$ cat config.mk
export PLATFORM = sky130hd
export DESIGN_NAME = dyn_alu_top
export DESIGN_NICKNAME = d
export VERILOG_FILES = /design/src/rtl/dyn_alu_pkg.sv /design/src/rtl/dyn_alu_ctrl.sv /design/src/rtl/dyn_alu_dp.sv /design/src/rtl/dyn_alu_top.sv
export SDC_FILE = /design/constraint.sdc
export NUM_CORES = 1
export LEC_CHECK = 0
export ABC_AREA = 0
export BUFFER_PORTS_ARGS = -buffer_cell sky130_fd_sc_hd__buf_2
export CAP_MARGIN = 15
export CORE_UTILIZATION = 41
export DETAILED_ROUTE_END_ITERATION = 6
export GPL_ROUTABILITY_DRIVEN = 1
export GPL_TIMING_DRIVEN = 0
export SKIP_CTS_REPAIR_TIMING = 1
export SYNTH_ARGS = -nofsm -noshare
export SYNTH_HDL_FRONTEND = slang
export SYNTH_HIERARCHICAL = 1
export SYNTH_SLANG_ARGS = --single-unit
$ cat constraint.sdc
create_clock -name clk -period 6.21 [get_ports clk]
set_input_delay 0.621 -clock clk [delete_from_list [all_inputs] [get_ports clk]]
set_output_delay 0.621 -clock clk [all_outputs]
set_load 0.005 [all_outputs]
$ cat src/rtl/dyn_alu_pkg.sv
package dyn_alu_pkg;

  typedef enum logic [2:0] {
    FN_PASS = 3'd0, FN_INC = 3'd1, FN_DEC = 3'd2, FN_ADD = 3'd3,
    FN_SUB  = 3'd4, FN_AND = 3'd5, FN_OR  = 3'd6, FN_XOR = 3'd7
  } alu_fn_e;

  typedef enum logic [1:0] {
    SH_NONE = 2'd0, SH_LEFT = 2'd1, SH_RIGHT = 2'd2, SH_SWAP = 2'd3
  } shift_e;

  // control word, LSB = function
  typedef struct packed {
    logic       maskEn;
    shift_e     shiftMode;
    logic [1:0] dest;
    logic [1:0] selB;
    logic       selA;
    alu_fn_e    func;
  } cfg_word_t;

  localparam int CFG_W = $bits(cfg_word_t);

  // strobes from control to datapath
  typedef struct packed {
    alu_fn_e    func;
    logic       selA;
    logic [1:0] selB;
    logic       wrA0;
    logic       wrA1;
    shift_e     shiftMode;
    logic       maskEn;
  } dp_strobe_t;

endpackage

$ cat src/rtl/dyn_alu_ctrl.sv
module dyn_alu_ctrl
  import dyn_alu_pkg::*;
#(
  parameter int DATA_W    = 8,
  parameter int CFG_DEPTH = 8,
  localparam int ADDR_W   = $clog2(CFG_DEPTH),
  localparam int HADDR_W  = ADDR_W + 1,
  localparam int MSB_W    = $clog2(DATA_W)
) (
  input  logic               clk,
  input  logic               rst_n,
  input  logic [ADDR_W-1:0]  cfgAddr,
  input  logic               hostWe,
  input  logic [HADDR_W-1:0] hostAddr,
  input  logic [CFG_W-1:0]   hostWrData,
  output dp_strobe_t         strobe,
  output logic [MSB_W-1:0]   msbIdx,
  output logic [DATA_W-1:0]  limMask,
  output logic [DATA_W-1:0]  outMask
);

  cfg_word_t cfgMem [CFG_DEPTH];
  cfg_word_t curWord;

  localparam logic [HADDR_W-1:0] ADR_MSB  = HADDR_W'(4);
  localparam logic [HADDR_W-1:0] ADR_MASK = HADDR_W'(5);

  wire cfgSel = hostWe && hostAddr[HADDR_W-1];

  for (genvar gi = 0; gi < CFG_DEPTH; gi++) begin : g_cfg
    always_ff @(posedge clk or negedge rst_n) begin
      if (!rst_n) cfgMem[gi] <= '0;
      else if (cfgSel && hostAddr[ADDR_W-1:0] == ADDR_W'(gi))
        cfgMem[gi] <= cfg_word_t'(hostWrData);
    end
  end

  always_ff @(posedge clk or negedge rst_n) begin
    if (!rst_n) begin
      msbIdx  <= MSB_W'(DATA_W - 1);
      outMask <= '1;
    end else if (hostWe) begin
      if (hostAddr == ADR_MSB)  msbIdx  <= hostWrData[MSB_W-1:0];
      if (hostAddr == ADR_MASK) outMask <= hostWrData[DATA_W-1:0];
    end
  end

  always_comb begin
    for (int i = 0; i < DATA_W; i++) limMask[i] = (i <= int'(msbIdx));
  end

  assign curWord          = cfgMem[cfgAddr];
  assign strobe.func      = curWord.func;
  assign strobe.selA      = curWord.selA;
  assign strobe.selB      = curWord.selB;
  assign strobe.wrA0      = (curWord.dest == 2'd1);
  assign strobe.wrA1      = (curWord.dest == 2'd2);
  assign strobe.shiftMode = curWord.shiftMode;
  assign strobe.maskEn    = curWord.maskEn;

  // one destination at most
  assert_single_dest_R5: assert property (@(posedge clk) disable iff (!rst_n)
    $onehot0({strobe.wrA0, strobe.wrA1}));

  // live-bit mask always has bit 0 set and is contiguous
  assert_lim_contiguous_R6: assert property (@(posedge clk) disable iff (!rst_n)
    limMask[0] && ((limMask & (limMask + 1'b1)) == '0));

endmodule

$ cat src/rtl/dyn_alu_dp.sv
module dyn_alu_dp
  import dyn_alu_pkg::*;
#(
  parameter int DATA_W   = 8,
  parameter int HADDR_W  = 4,
  localparam int MSB_W   = $clog2(DATA_W),
  localparam int HALF    = DATA_W / 2
) (
  input  logic               clk,
  input  logic               rst_n,
  input  dp_strobe_t         strobe,
  input  logic [MSB_W-1:0]   msbIdx,
  input  logic [DATA_W-1:0]  limMask,
  input  logic [DATA_W-1:0]  outMask,
  input  logic               shiftIn,
  input  logic               carryIn,
  input  logic               hostWe,
  input  logic [HADDR_W-1:0] hostAddr,
  input  logic [DATA_W-1:0]  hostData,
  input  logic [1:0]         hostRdAddr,
  output logic [DATA_W-1:0]  hostRdData,
  output logic [DATA_W-1:0]  acc0,
  output logic [DATA_W-1:0]  acc1,
  output logic               carryOut,
  output logic               shiftOut
);

  logic [DATA_W-1:0] dat0, dat1;
  logic [DATA_W-1:0] opA, opB, aluRes, shRes, finRes;
  logic [DATA_W:0]   wide;
  logic              aluCarry, shBit;
  logic [MSB_W:0]    carryIdx;

  wire hostA0 = hostWe && hostAddr == HADDR_W'(0);
  wire hostA1 = hostWe && hostAddr == HADDR_W'(1);
  wire hostD0 = hostWe && hostAddr == HADDR_W'(2);
  wire hostD1 = hostWe && hostAddr == HADDR_W'(3);

  assign carryIdx = {1'b0, msbIdx} + 1'b1;

  always_comb begin
    opA = (strobe.selA ? acc1 : acc0) & limMask;
    unique case (strobe.selB)
      2'd0:    opB = dat0;
      2'd1:    opB = dat1;
      2'd2:    opB = acc0;
      default: opB = acc1;
    endcase
    opB      = opB & limMask;
    wide     = '0;
    aluCarry = 1'b0;
    unique case (strobe.func)
      FN_PASS: aluRes = opA;
      FN_INC: begin
        wide     = {1'b0, opA} + 1'b1;
        aluRes   = wide[DATA_W-1:0];
        aluCarry = wide[carryIdx];
      end
      FN_DEC: begin
        aluRes   = opA - 1'b1;
        aluCarry = (opA == '0);
      end
      FN_ADD: begin
        wide     = {1'b0, opA} + {1'b0, opB} + (DATA_W+1)'(carryIn);
        aluRes   = wide[DATA_W-1:0];
        aluCarry = wide[carryIdx];
      end
      FN_SUB: begin
        aluRes   = opA - opB;
        aluCarry = (opA < opB);
      end
      FN_AND:  aluRes = opA & opB;
      FN_OR:   aluRes = opA | opB;
      default: aluRes = opA ^ opB;
    endcase
    aluRes = aluRes & limMask;

    shBit = 1'b0;
    shRes = aluRes;
    unique case (strobe.shiftMode)
      SH_LEFT: begin
        shBit = aluRes[msbIdx];
        shRes = ((aluRes << 1) | DATA_W'(shiftIn)) & limMask;
      end
      SH_RIGHT: begin
        shBit         = aluRes[0];
        shRes         = aluRes >> 1;
        shRes[msbIdx] = shiftIn;
      end
      SH_SWAP: shRes = {aluRes[HALF-1:0], aluRes[DATA_W-1:HALF]};
      default: shRes = aluRes;
    endcase
    finRes = strobe.maskEn ? (shRes & outMask) : shRes;
  end

  always_ff @(posedge clk or negedge rst_n) begin
    if (!rst_n) begin
      acc0     <= '0;
      acc1     <= '0;
      dat0     <= '0;
      dat1     <= '0;
      carryOut <= 1'b0;
      shiftOut <= 1'b0;
    end else begin
      carryOut <= aluCarry;
      shiftOut <= shBit;
      // host write overrides datapath update
      if (hostA0)           acc0 <= hostData;
      else if (strobe.wrA0) acc0 <= finRes;
      if (hostA1)           acc1 <= hostData;
      else if (strobe.wrA1) acc1 <= finRes;
      if (hostD0) dat0 <= hostData;
      if (hostD1) dat1 <= hostData;
    end
  end

  always_comb begin
    unique case (hostRdAddr)
      2'd0:    hostRdData = acc0;
      2'd1:    hostRdData = acc1;
      2'd2:    hostRdData = dat0;
      default: hostRdData = dat1;
    endcase
  end

  assert_host_wins_R11: assert property (@(posedge clk) disable iff (!rst_n)
    hostA0 |=> acc0 == $past(hostData));

  assert_no_dest_hold_R5: assert property (@(posedge clk) disable iff (!rst_n)
    (!strobe.wrA1 && !hostA1) |=> $stable(acc1));

  assert_width_bound_R6: assert property (@(posedge clk) disable iff (!rst_n)
    (strobe.wrA0 && !hostA0 && strobe.shiftMode != SH_SWAP)
      |=> (acc0 & ~$past(limMask)) == '0);

  assert_mask_applied_R9: assert property (@(posedge clk) disable iff (!rst_n)
    (strobe.wrA1 && !hostA1 && strobe.maskEn) |=> (acc1 & ~$past(outMask)) == '0);

  assert_shout_idle_R7: assert property (@(posedge clk) disable iff (!rst_n)
    (strobe.shiftMode == SH_NONE || strobe.shiftMode == SH_SWAP) |=> !shiftOut);

endmodule

$ cat src/rtl/dyn_alu_top.sv
module dyn_alu_top
  import dyn_alu_pkg::*;
#(
  parameter int DATA_W    = 8,
  parameter int CFG_DEPTH = 8,
  localparam int ADDR_W   = $clog2(CFG_DEPTH),
  localparam int HADDR_W  = ADDR_W + 1
) (
  input  logic               clk,
  input  logic               rst_n,
  input  logic [ADDR_W-1:0]  cfgAddr,
  input  logic               shiftIn,
  input  logic               carryIn,
  input  logic               hostWe,
  input  logic [HADDR_W-1:0] hostAddr,
  input  logic [CFG_W-1:0]   hostWrData,
  input  logic [1:0]         hostRdAddr,
  output logic [DATA_W-1:0]  hostRdData,
  output logic [DATA_W-1:0]  acc0,
  output logic [DATA_W-1:0]  acc1,
  output logic               carryOut,
  output logic               shiftOut
);

  localparam int MSB_W = $clog2(DATA_W);

  dp_strobe_t        strobe;
  logic [MSB_W-1:0]  msbIdx;
  logic [DATA_W-1:0] limMask, outMask;

  dyn_alu_ctrl #(.DATA_W(DATA_W), .CFG_DEPTH(CFG_DEPTH)) ctrl_i (
    .clk(clk), .rst_n(rst_n), .cfgAddr(cfgAddr), .hostWe(hostWe),
    .hostAddr(hostAddr), .hostWrData(hostWrData), .strobe(strobe),
    .msbIdx(msbIdx), .limMask(limMask), .outMask(outMask)
  );

  dyn_alu_dp #(.DATA_W(DATA_W), .HADDR_W(HADDR_W)) dp_i (
    .clk(clk), .rst_n(rst_n), .strobe(strobe), .msbIdx(msbIdx),
    .limMask(limMask), .outMask(outMask), .shiftIn(shiftIn),
    .carryIn(carryIn), .hostWe(hostWe), .hostAddr(hostAddr),
    .hostData(hostWrData[DATA_W-1:0]), .hostRdAddr(hostRdAddr),
    .hostRdData(hostRdData), .acc0(acc0), .acc1(acc1),
    .carryOut(carryOut), .shiftOut(shiftOut)
  );

endmodule

==> results of run 1 <==
==> logic make-up after synthesis <==
family,count (synthesis)
AO/OA/AOI/OAI,180
other,1
flip-flops,133
XOR/XNOR,8
multiplexers,190
AND/OR/NAND/NOR,203
buffers and inverters,93
adder cells (fa/ha/maj),35
==> worst max path at each step <==
stage	start	endpoint	slack, ps
after floorplan	cfgAddr[1]	dp_i/acc0[5]	1160
after CTS	cfgAddr[1]	dp_i/acc1[5]	340
final	cfgAddr[1]	dp_i/acc1[5]	350
after global routing	cfgAddr[1]	dp_i/acc0[5]	30
after global placement	cfgAddr[1]	dp_i/acc0[5]	-110
after detailed placement	cfgAddr[1]	dp_i/acc0[5]	-80
==> worst register-to-register path, delay by kind of cell, from the launching register on <==
family	cells	cell delay, ps
compound gates	5	1460
fa+ha+maj	1	510
buf+inv	3	1130
flops	1	370
mux	3	830
simple gates	4	950
==> report_power, final <==
group | leakage (nW) | switching, mW | internal [mW]
clock | 0.280 | 0.414 | 0.602
combinational | 2.67 | 1.19 | 0.906
sequential | 1.63 | 0.193 | 1.10
total | 4.58 | 1.79 | 2.61
==> sequential cells by signal, summed over array words and instances, names as in the netlist <==
signal and count:
dp_i/dat0 8, ctrl_i/cfgMem 88, ctrl_i/outMask 8, dp_i/acc1 8, dp_i/shiftOut 1, dp_i/dat1 8, ctrl_i/msbIdx 3, dp_i/carryOut 1
dp_i/acc0 8
==> per-layer routing <==
layer	global-route usage	vias up
met1	0.3149	3817
li1	-	3340
met4	0.07167	0
met3	0.03299	43
met5	0	-
met2	0.4078	217
==> area by class of cell <==
type / instances / area, um^2
fillers: 2042 / 11500
multi-input cells: 617 / 5550
flip-flops and latches: 133 / 3342
clock buffers: 18 / 429.2
well taps: 280 / 350.3
repair buffers: 49 / 274.0
plain buffers: 54 / 270.3
clock inverters: 14 / 163.9
inverters: 39 / 146.4
==> layout by cell type, fill, tap and decap left out, types with 25 or more instances in the layout <==
cell type / n
buf_2: 59
nor2_1: 34
clkbuf_1: 27
ha_1: 32
mux4_2: 25
inv_1: 37
a21oi_1: 41
dfrtp_1: 122
nand2_1: 40
mux2_2: 128
==> flow_summary_export.csv, run 1 <==
group,metric,value,unit
worst_setup_path,required,6550,ps
place,place_ws,-79.04,ps
worst_setup_path,arrival,6200,ps
drt,wl_met3,1.277,mm
global_route,grt_first_pass_wirelength,42.92,mm
global_route,grt-ovfl-total,0,
worst_setup_path,cpMostUsedCell,"clkbuf_1",
logic_synthesis,synth_area_leader_cell,"dfrtp_1",
drt,vias_per_cell,6.160,
logic_synthesis,yosys_most_used_dff,"dfrtp_1",
logic_synthesis,ys_types,85,
logic_synthesis,synth_simple_gate_area_frac,0.1265,
clock_network,clock-root-buffer,"clkbuf_16",
logic_synthesis,synthMuxAreaShare,0.2749,
logic_synthesis,yosys_warnings,6,
worst_setup_path,crit_buf_inv,5,
logic_synthesis,yosys.area_share.adder,0.04946,
outcome,status,"finished clean",
timing,period_share,0.9443,
floorplanning,dieArea,0.02331,mm^2
logic_synthesis,synth_area_leaders,"dfrtp_1 (33%), mux2_2 (15%), mux4_2 (6.0%), ha_1 (4.3%), dfstp_2 (3.1%)",
power,p_total,4.403,mW
power,cellPowerDensity,418.3,mW/mm^2
place,gp_congestion,0.9281,
layout,final_layout_size_suffix_gt1_frac,0.3258,
place,dpl_cell_area,0.009933,mm^2
power,cellLeakagePower,4.581,nW
timing,slew_headroom,0.3733,
drt,wl_per_cell,22.68,um
drt,firstDrtPassIters,5,
worst_setup_path,reg2reg_to,"dp_i/acc1[5]",
place,hpwl,19.83,mm
floorplanning,ios,51,
drt,drcViolationCount,0,
place,port_buffers,48,
drt,top_layer,"met4",
timing,hold_ws,99.66,ps
floorplanning,coreArea,0.02203,mm^2
layout,antenna_cells,0,
floorplanning,dieHeight,152.7,um
layout,layout.nets,971,
drt,vias,7417,
logic_synthesis,synth_compound_area_frac,0.1375,
clock_network,cts-htree-levels,4,
clock_network,cts_inserted_buffers,17,
timing,worst_slew_pin_slew,938.0,ps
timing,fin_ws,346.2,ps
layout,finalNonFillerCells,1204,
logic_synthesis,yosys.area_share.xor_xnor,0.007527,
power,ir_worst_vdd,237.6,uV
timing,fmax,0.1705,GHz
clock_network,path_clk_slew,60,ps
layout,syn2layout_area_growth,13.08,%
worst_hold_path,hp-class,"in2async",
worst_setup_path,cp_cell_sequence,"buf_2, clkbuf_1, mux4_2, mux2_2, clkbuf_1, clkbuf_1, mux2_2, o211ai_1, inv_1, fa_1, a211oi_1, o21ai_1, and3_1, or3_1, or4b_4, nand4_1, a221o_1, o21ai_1",
worst_setup_path,r2r_slack,880,ps
clock_network,cts_tree,"built",
logic_synthesis,synth_cells,843,
worst_setup_path,max_stage_delay,590,ps
global_route,grt_util_all_layers,0.2390,
logic_synthesis,synth_most_common_cell,"mux2_2",
worst_setup_path,cp-start-kind,"primary input",
run,cap_violations,0,
worst_setup_path,r2r-start,"ctrl_i/cfgMem[70]",
worst_setup_path,critPathMaxFanout,10,
worst_setup_path,crit_type,"in2reg",
timing,fin_skew,11.64,ps
logic_synthesis,netlist_area,0.009309,mm^2
logic_synthesis,ys_ff_latch,133,
clock_network,cts.sinks,133,
clock_network,clk_latency,420,ps
drt,wl_met1,11.93,mm
clock_network,clockBufferDepth,2,
global_route,antenna_found_initial,0,
timing,hold_viol,0,
worst_setup_path,crit_family,"buffers and inverters",
layout,final_area,0.01053,mm^2
worst_setup_path,path_depth,18,
worst_setup_path,end_kind,"register",
timing,period_minus_slack,5864,ps
layout,utilization,0.4779,
logic_synthesis,ys_async_sr_fraction,1.000,
timing,setup_viol,0,
drt,routed_wl,27.31,mm
global_route,grt_max_degree,96,
place,dp_cells,1172,
floorplanning,start_util,0.4226,
logic_synthesis,synth.avg_cell_area,11.04,um^2
logic_synthesis,synth_top_area_frac,0.3280,
drt,antenna_left,0,
logic_synthesis,syn_nets,903,
global_route,grt_pass1_vias,7346,
drt,dr.first_iter.drc_count,477,
floorplanning,die_w,152.7,um
worst_setup_path,ff2ff_path_depth,16,
timing,rsz0062_at_grt,"false",
logic_synthesis,synth_top_family_by_area,"multiplexers",
logic_synthesis,ys_top_cells_by_count,"mux2_2 (128), dfrtp_1 (122), a21oi_1 (41), nand2_1 (40), inv_1 (37)",
floorplanning,fp-row-count,54,
worst_setup_path,cpMaxStageDelayCell,"clkbuf_1",
timing,slew_viol_final,0,
drt,wl_met2,13.54,mm
logic_synthesis,synth_edf_count,0,
timing,fin_tns_setup,0,ps
logic_synthesis,ys_seq_area_frac,0.3590,
(Power assumes the default switching activity.)
==> inputs of run 2 (changes only) <==
CTS_BUF_LIST = sky130_fd_sc_hd__clkbuf_4   (was unset)
==> run 2 against run 1 <==
Effect of this change: worst hold slack gained 310 ps; maximum frequency up 2.4%; die area unchanged; combinational power about the same; sequential share of layout area grew 0.87 points; critical path depth is the same; wire length decreased by 0.68%; utilization shrank 1.3 points; critical endpoint unchanged; largest power group unchanged; highest routed layer unchanged.
==> flow_summary_export.csv, run 2 (synthesized netlist as in run 1, its figures left out) <==
group,metric,value,unit
place,hpwl,19.83,mm
timing,hold_ws,410.3,ps
power,switching_power,1.733,mW
timing,hold_viol,0,
timing,worst_slew_pin_slew,958.7,ps
clock_network,cts.sinks,133,
worst_setup_path,crit_buf_inv,5,
floorplanning,dieHeight,152.7,um
drt,routed_wl,27.12,mm
floorplanning,ios,51,
drt,antenna_left,0,
layout,syn2layout_area_growth,10.05,%
drt,drcViolationCount,0,
worst_setup_path,cpMostUsedCell,"clkbuf_1",
drt,vias,7354,
timing,fin_skew,26.23,ps
worst_setup_path,cp-start-kind,"primary input",
worst_setup_path,crit_family,"buffers and inverters",
global_route,grt_util_all_layers,0.2385,
floorplanning,dieArea,0.02331,mm^2
clock_network,cts-htree-levels,4,
power,switching_share,0.4341,
drt,vias_per_cell,6.098,
drt,dr.first_iter.drc_count,505,
timing,period_minus_slack,5726,ps
floorplanning,fp-row-count,54,
timing,slew_headroom,0.3595,
worst_setup_path,critPathMaxFanout,10,
worst_setup_path,arrival,6190,ps
clock_network,cts_inserted_buffers,17,
global_route,grt_max_degree,96,
worst_setup_path,required,6670,ps
place,place_ws,-79.04,ps
global_route,grt-ovfl-total,0,
timing,fin_ws,483.8,ps
layout,final_layout_size_suffix_gt1_frac,0.3265,
place,gp_congestion,0.9281,
clock_network,cts_tree,"built",
global_route,grt_first_pass_wirelength,42.87,mm
worst_setup_path,end_kind,"register",
floorplanning,coreArea,0.02203,mm^2
clock_network,clk_latency,550,ps
timing,setup_viol,0,
layout,top_register,"ctrl_i/cfgMem",
drt,firstDrtPassIters,5,
power,power_frac_clock,0.153,
worst_hold_path,hp-class,"in2reg",
power,cellPowerDensity,389.7,mW/mm^2
layout,largest_register_ffs,88,
worst_setup_path,max_stage_delay,580,ps
power,cellLeakagePower,4.457,nW
power,ir_worst_vdd,194.2,uV
clock_network,clockBufferDepth,2,
timing,period_share,0.9221,
timing,slew_viol_final,0,
global_route,grt_pass1_vias,7330,
power,seq_power_share,0.324,
global_route,antenna_found_initial,1,
clock_network,path_clk_slew,130,ps
place,port_buffers,48,
floorplanning,die_w,152.7,um
timing,fmax,0.1746,GHz
outcome,status,"finished clean",
clock_network,clock-root-buffer,"clkbuf_4",
power,pwr-share-comb,0.524,
layout,final_common_cell,"mux2_2",
power,p_int,2.259,mW
worst_setup_path,cp_cell_sequence,"buf_2, clkbuf_1, mux4_2, mux2_2, clkbuf_1, clkbuf_1, mux2_2, o211ai_1, inv_1, fa_1, a211oi_1, o21ai_1, and3_1, or3_1, or4b_4, nand4_1, a221o_1, o21ai_1",
drt,wl_per_cell,22.49,um
run,cap_violations,0,
timing,rsz0062_at_grt,"false",
layout,layout.nets,972,
layout,layout_common_cells,"mux2_2 (128), dfrtp_1 (122), buf_2 (59)",
floorplanning,start_util,0.4226,
worst_setup_path,cpMaxStageDelayCell,"clkbuf_1",
worst_setup_path,crit_type,"in2reg",
-- run 2: cell types whose count changed in the layout (fill, tap and decap cells not counted), sizes merged --
cell	delta
diode	+1
dlygate4sd3	+1
-- run 2: layout make-up --
cell class,count,area [um^2]
timing repair buffer,50,284.0
multi-input combinational,617,5550
fill,2082,11780
buffer,54,270.3
tap,280,350.3
antenna,1,2.502
sequential,133,3342
inverter,39,146.4
clock inverter,14,163.9
clock buffer,18,135.1
-- run 2: layer usage --
metal | routed length, um | up-vias | GRT usage
li1 | - | 3336 | -
met1 | 11920 | 3770 | 0.3167
met2 | 13260 | 211 | 0.4004
met3 | 1387 | 37 | 0.03783
met4 | 552 | 0 | 0.07119
met5 | 0 | - | 0
-- run 2: per-stage QoR --
stage	utilization	instance area, um^2	total power [mW]	std cells	setup TNS, ps
global placement	0.4494	9899	3.339	1171	-348.5
global route	0.4651	10240	4.260	1206	0
CTS	0.4646	10230	3.981	1204	0
finish	0.4651	10240	3.992	1206	0
detailed placement	0.4510	9933	3.353	1172	-194.2
floorplan	-	9309	2.713	843	0
-- run 2: worst reg2reg max path, delay by kind of cell (launching register included) --
| family | cells | cell delay, ps |
|---|---|---|
| AO/OA/AOI/OAI | 5 | 1470 |
| adder cells (fa/ha/maj) | 1 | 510 |
| buffers and inverters | 3 | 1100 |
| flip-flops | 1 | 390 |
| multiplexers | 3 | 830 |
| AND/OR/NAND/NOR | 4 | 950 |
-- run 2: worst paths after layout --
path	slack, ps	to	from	cells past startpoint
max	480	dp_i/acc1[5]	cfgAddr[1]	18
min	410	ctrl_i/cfgMem[74]	hostWrData[8]	2
max reg2reg	850	dp_i/acc1[5]	ctrl_i/cfgMem[70]	16
min reg2reg	520	ctrl_i/cfgMem[45]	ctrl_i/cfgMem[45]	1
max in group asynchronous	4850	ctrl_i/outMask[5]	rst_n	3
min in group asynchronous	530	ctrl_i/cfgMem[52]	rst_n	2
-- run 2: power by group through the flow --
stage          sequential, mW  combinational (mW)  clock, mW
2_1_floorplan            1.23                1.49          0
3_3_place_gp             1.30                2.04          0
3_5_place_dp             1.31                2.05          0
4_1_cts                  1.29                2.06      0.632
5_1_grt                  1.32                2.27      0.673
6_report                 1.29                2.09      0.610
==> inputs of run 3 (changes only) <==
ABC_AREA = 1   (was 0)
==> run 3 against run 2 <==
Effect of this change: final area is 1.2% higher; non-clock buffer count unchanged; first-iteration DRC count increased by 77%; wire length rose by 14%; via count grew 28%; final cell count grew 44%; die area rose by 1.3%; sequential power fell by 6%; critical endpoint is now dp_i/shiftOut; largest cell class unchanged.
==> flow_summary_export.csv, run 3 <==
group,metric,value,unit
floorplanning,ios,51,
timing,setup_viol,0,
place,gp_congestion,0.9429,
logic_synthesis,syn_nets,1428,
timing,rsz0062_at_grt,"false",
clock_network,cts_inserted_buffers,17,
timing,fin_tns_setup,0,ps
worst_hold_path,hold_depth,3,
logic_synthesis,ys_top_cells_by_count,"nand2_1 (367), inv_1 (162), nor2_1 (130), o21ai_0 (124), dfrtp_1 (122)",
place,place_ws,985.9,ps
logic_synthesis,ys_seq_area_frac,0.3544,
timing,slew_viol_final,0,
drt,drcViolationCount,0,
drt,vias,9396,
drt,dr.first_iter.drc_count,893,
worst_setup_path,critPathMaxFanout,10,
floorplanning,coreArea,0.02257,mm^2
clock_network,clock-root-buffer,"clkbuf_4",
logic_synthesis,synthMuxAreaShare,0,
layout,largest_register_ffs,88,
layout,multi_input_area,0.005119,mm^2
floorplanning,start_util,0.4178,
logic_synthesis,synth.avg_cell_area,6.893,um^2
logic_synthesis,synth_compound_area_frac,0.1662,
worst_setup_path,required,6630,ps
timing,fin_skew,34.96,ps
timing,fin_ws,1440,ps
power,cellPowerDensity,304.1,mW/mm^2
logic_synthesis,synth_top_family_by_area,"simple AND/OR/NAND/NOR gates",
clock_network,cts_tree,"built",
clock_network,clk_latency,550,ps
logic_synthesis,synth_area_leaders,"dfrtp_1 (32%), nand2_1 (15%), o21ai_0 (6.6%), inv_1 (6.4%), nand3_1 (5.4%)",
worst_setup_path,cp-startpoint,"cfgAddr[1]",
layout,num-fill-cells,2431,
timing,fmax,0.2096,GHz
layout,finalNonFillerCells,1737,
power,ir_worst_vdd,216.5,uV
drt,firstDrtPassIters,5,
drt,wl_per_cell,17.85,um
logic_synthesis,synth_cells,1368,
clock_network,clockBufferDepth,2,
drt,antenna_left,0,
timing,worst_slew_pin_slew,755.5,ps
logic_synthesis,yosys.area_share.xor_xnor,0.001858,
worst_hold_path,min_from,"hostWrData[0]",
place,port_buffers,49,
timing,period_share,0.7681,
global_route,grt-ovfl-total,0,
place,dp_cells,1703,
layout,syn2layout_area_growth,9.990,%
worst_setup_path,arrival,5190,ps
layout,final_common_cell,"nand2_1",
place,hpwl,23.43,mm
logic_synthesis,ys_async_sr_fraction,1.000,
worst_hold_path,hp-class,"in2reg",
clock_network,path_clk_slew,140,ps
worst_setup_path,cp-start-kind,"primary input",
global_route,antenna_found_initial,1,
layout,top_register,"ctrl_i/cfgMem",
logic_synthesis,synth_most_common_cell,"nand2_1",
layout,final_area,0.01037,mm^2
timing,period_minus_slack,4770,ps
clock_network,cts.sinks,133,
layout,register_area,0.003342,mm^2
logic_synthesis,ys_types,44,
drt,routed_wl,31.00,mm
logic_synthesis,synth_edf_count,0,
worst_setup_path,r2r-start,"ctrl_i/cfgMem[81]",
logic_synthesis,synth_simple_gate_area_frac,0.3255,
outcome,status,"finished clean",
layout,layout.nets,1498,
drt,vias_per_cell,5.409,
floorplanning,fp-row-count,55,
logic_synthesis,synth_top_area_frac,0.3237,
logic_synthesis,yosys_warnings,6,
floorplanning,dieArea,0.02361,mm^2
global_route,grt_pass1_vias,8874,
power,cellLeakagePower,5.256,nW
logic_synthesis,netlist_area,0.009430,mm^2
global_route,grt_max_degree,82,
worst_setup_path,crit_type,"in2reg",
logic_synthesis,ys_ff_latch,133,
logic_synthesis,yosys_most_used_dff,"dfrtp_1",
logic_synthesis,yosys.area_share.adder,0.04883,
layout,final_layout_size_suffix_gt1_frac,0.1351,
timing,hold_viol,0,
place,dpl_cell_area,0.01007,mm^2
global_route,grt_first_pass_wirelength,49.31,mm
worst_setup_path,end_kind,"register",
timing,slew_headroom,0.4925,
worst_setup_path,ff2ff_path_depth,26,
run,cap_violations,0,
global_route,grt_util_all_layers,0.2692,
floorplanning,die_w,153.7,um
floorplanning,dieHeight,153.7,um
clock_network,cts-htree-levels,4,
layout,layout_common_cells,"nand2_1 (367), inv_1 (162), nor2_1 (130)",
logic_synthesis,synth_area_leader_cell,"dfrtp_1",
run 3: cell count changes in the layout (fill, tap and decap cells not counted), moves of 84 or more:
cell | previous run | this run
inv_1 | 37 | 162
mux2_2 | 128 | 0
nand2_1 | 40 | 367
nand3_1 | 18 | 102
nor2_1 | 34 | 130
o21ai_0 | 23 | 124
run 3: area by class of cell:
type | count | share of cell area
clock buffers | 17 | 0.01230
repair buffers | 51 | 0.02787
well taps | 285 | 0.03438
diodes | 1 | 0.0002413
flip-flops and latches | 133 | 0.3222
clock inverters | 15 | 0.01604
plain buffers | 53 | 0.03124
multi-input cells | 1010 | 0.4935
inverters | 172 | 0.06224
run 3: report_power, final:
group / internal [mW] / total (mW) / leakage (nW) / switching (mW)
registers: 1.07 / 1.21 / 1.67 / 0.142
logic: 0.443 / 1.34 / 3.44 / 0.893
clock network: 0.216 / 0.609 / 0.147 / 0.393
run 3: through the flow:
step / power, mW / hold WS [ps] / utilization
2_1_floorplan: 2.106 / 325.4 / -
3_3_place_gp: 2.520 / 459.7 / 0.4445
3_5_place_dp: 2.539 / 468.0 / 0.4460
4_1_cts: 3.148 / 7.107 / 0.4590
5_1_grt: 3.393 / 348.0 / 0.4595
6_report: 3.154 / 366.3 / 0.4595
run 3: layer usage:
metal | up-vias | GRT usage | part of all wire
met4 | 0 | 0.08143 | 0.025
met3 | 51 | 0.03467 | 0.053
met2 | 305 | 0.4461 | 0.46
met5 | - | 0 | 0
met1 | 4451 | 0.3658 | 0.46
li1 | 4589 | - | -
run 3: logic make-up (layout without fill, tap and decap cells):
kind of cell / count (synthesis) / count (layout)
compound gates: 281 / 281
other cells: 1 / 2
buf+inv: 225 / 308
simple gates: 691 / 691
flops: 133 / 133
xor+xnor: 2 / 2
fa+ha+maj: 35 / 35
run 3: worst paths after layout:
check	to	slack (ps)
worst max-delay path	dp_i/shiftOut	1440
worst min-delay path	dp_i/acc1[0]	370
worst max register to register	dp_i/shiftOut	1540
worst min register to register	ctrl_i/cfgMem[64]	500
max in group asynchronous	ctrl_i/msbIdx[0]	4790
min in group asynchronous	ctrl_i/cfgMem[21]	580
run 3: critical path, cell delays in order:
cell      delay (ps)
buf_2            140
clkbuf_1         370
o21ai_0          160
o21ai_1          140
nand2_1          110
nand2_1          120
clkbuf_1         340
inv_1            140
nor2_1           110
inv_1            120
o211ai_1         280
o211ai_1         270
fa_1             460
inv_1            120
fa_1             460
nand2_1           90
o21ai_0           90
nor2_1           110
nand2_1          100
nand3_1           80
nand2_1           50
nor2_1           170
nand3_1          100
nor2_1           110
nand3_1          110
nand2_1          100
a21oi_1          100
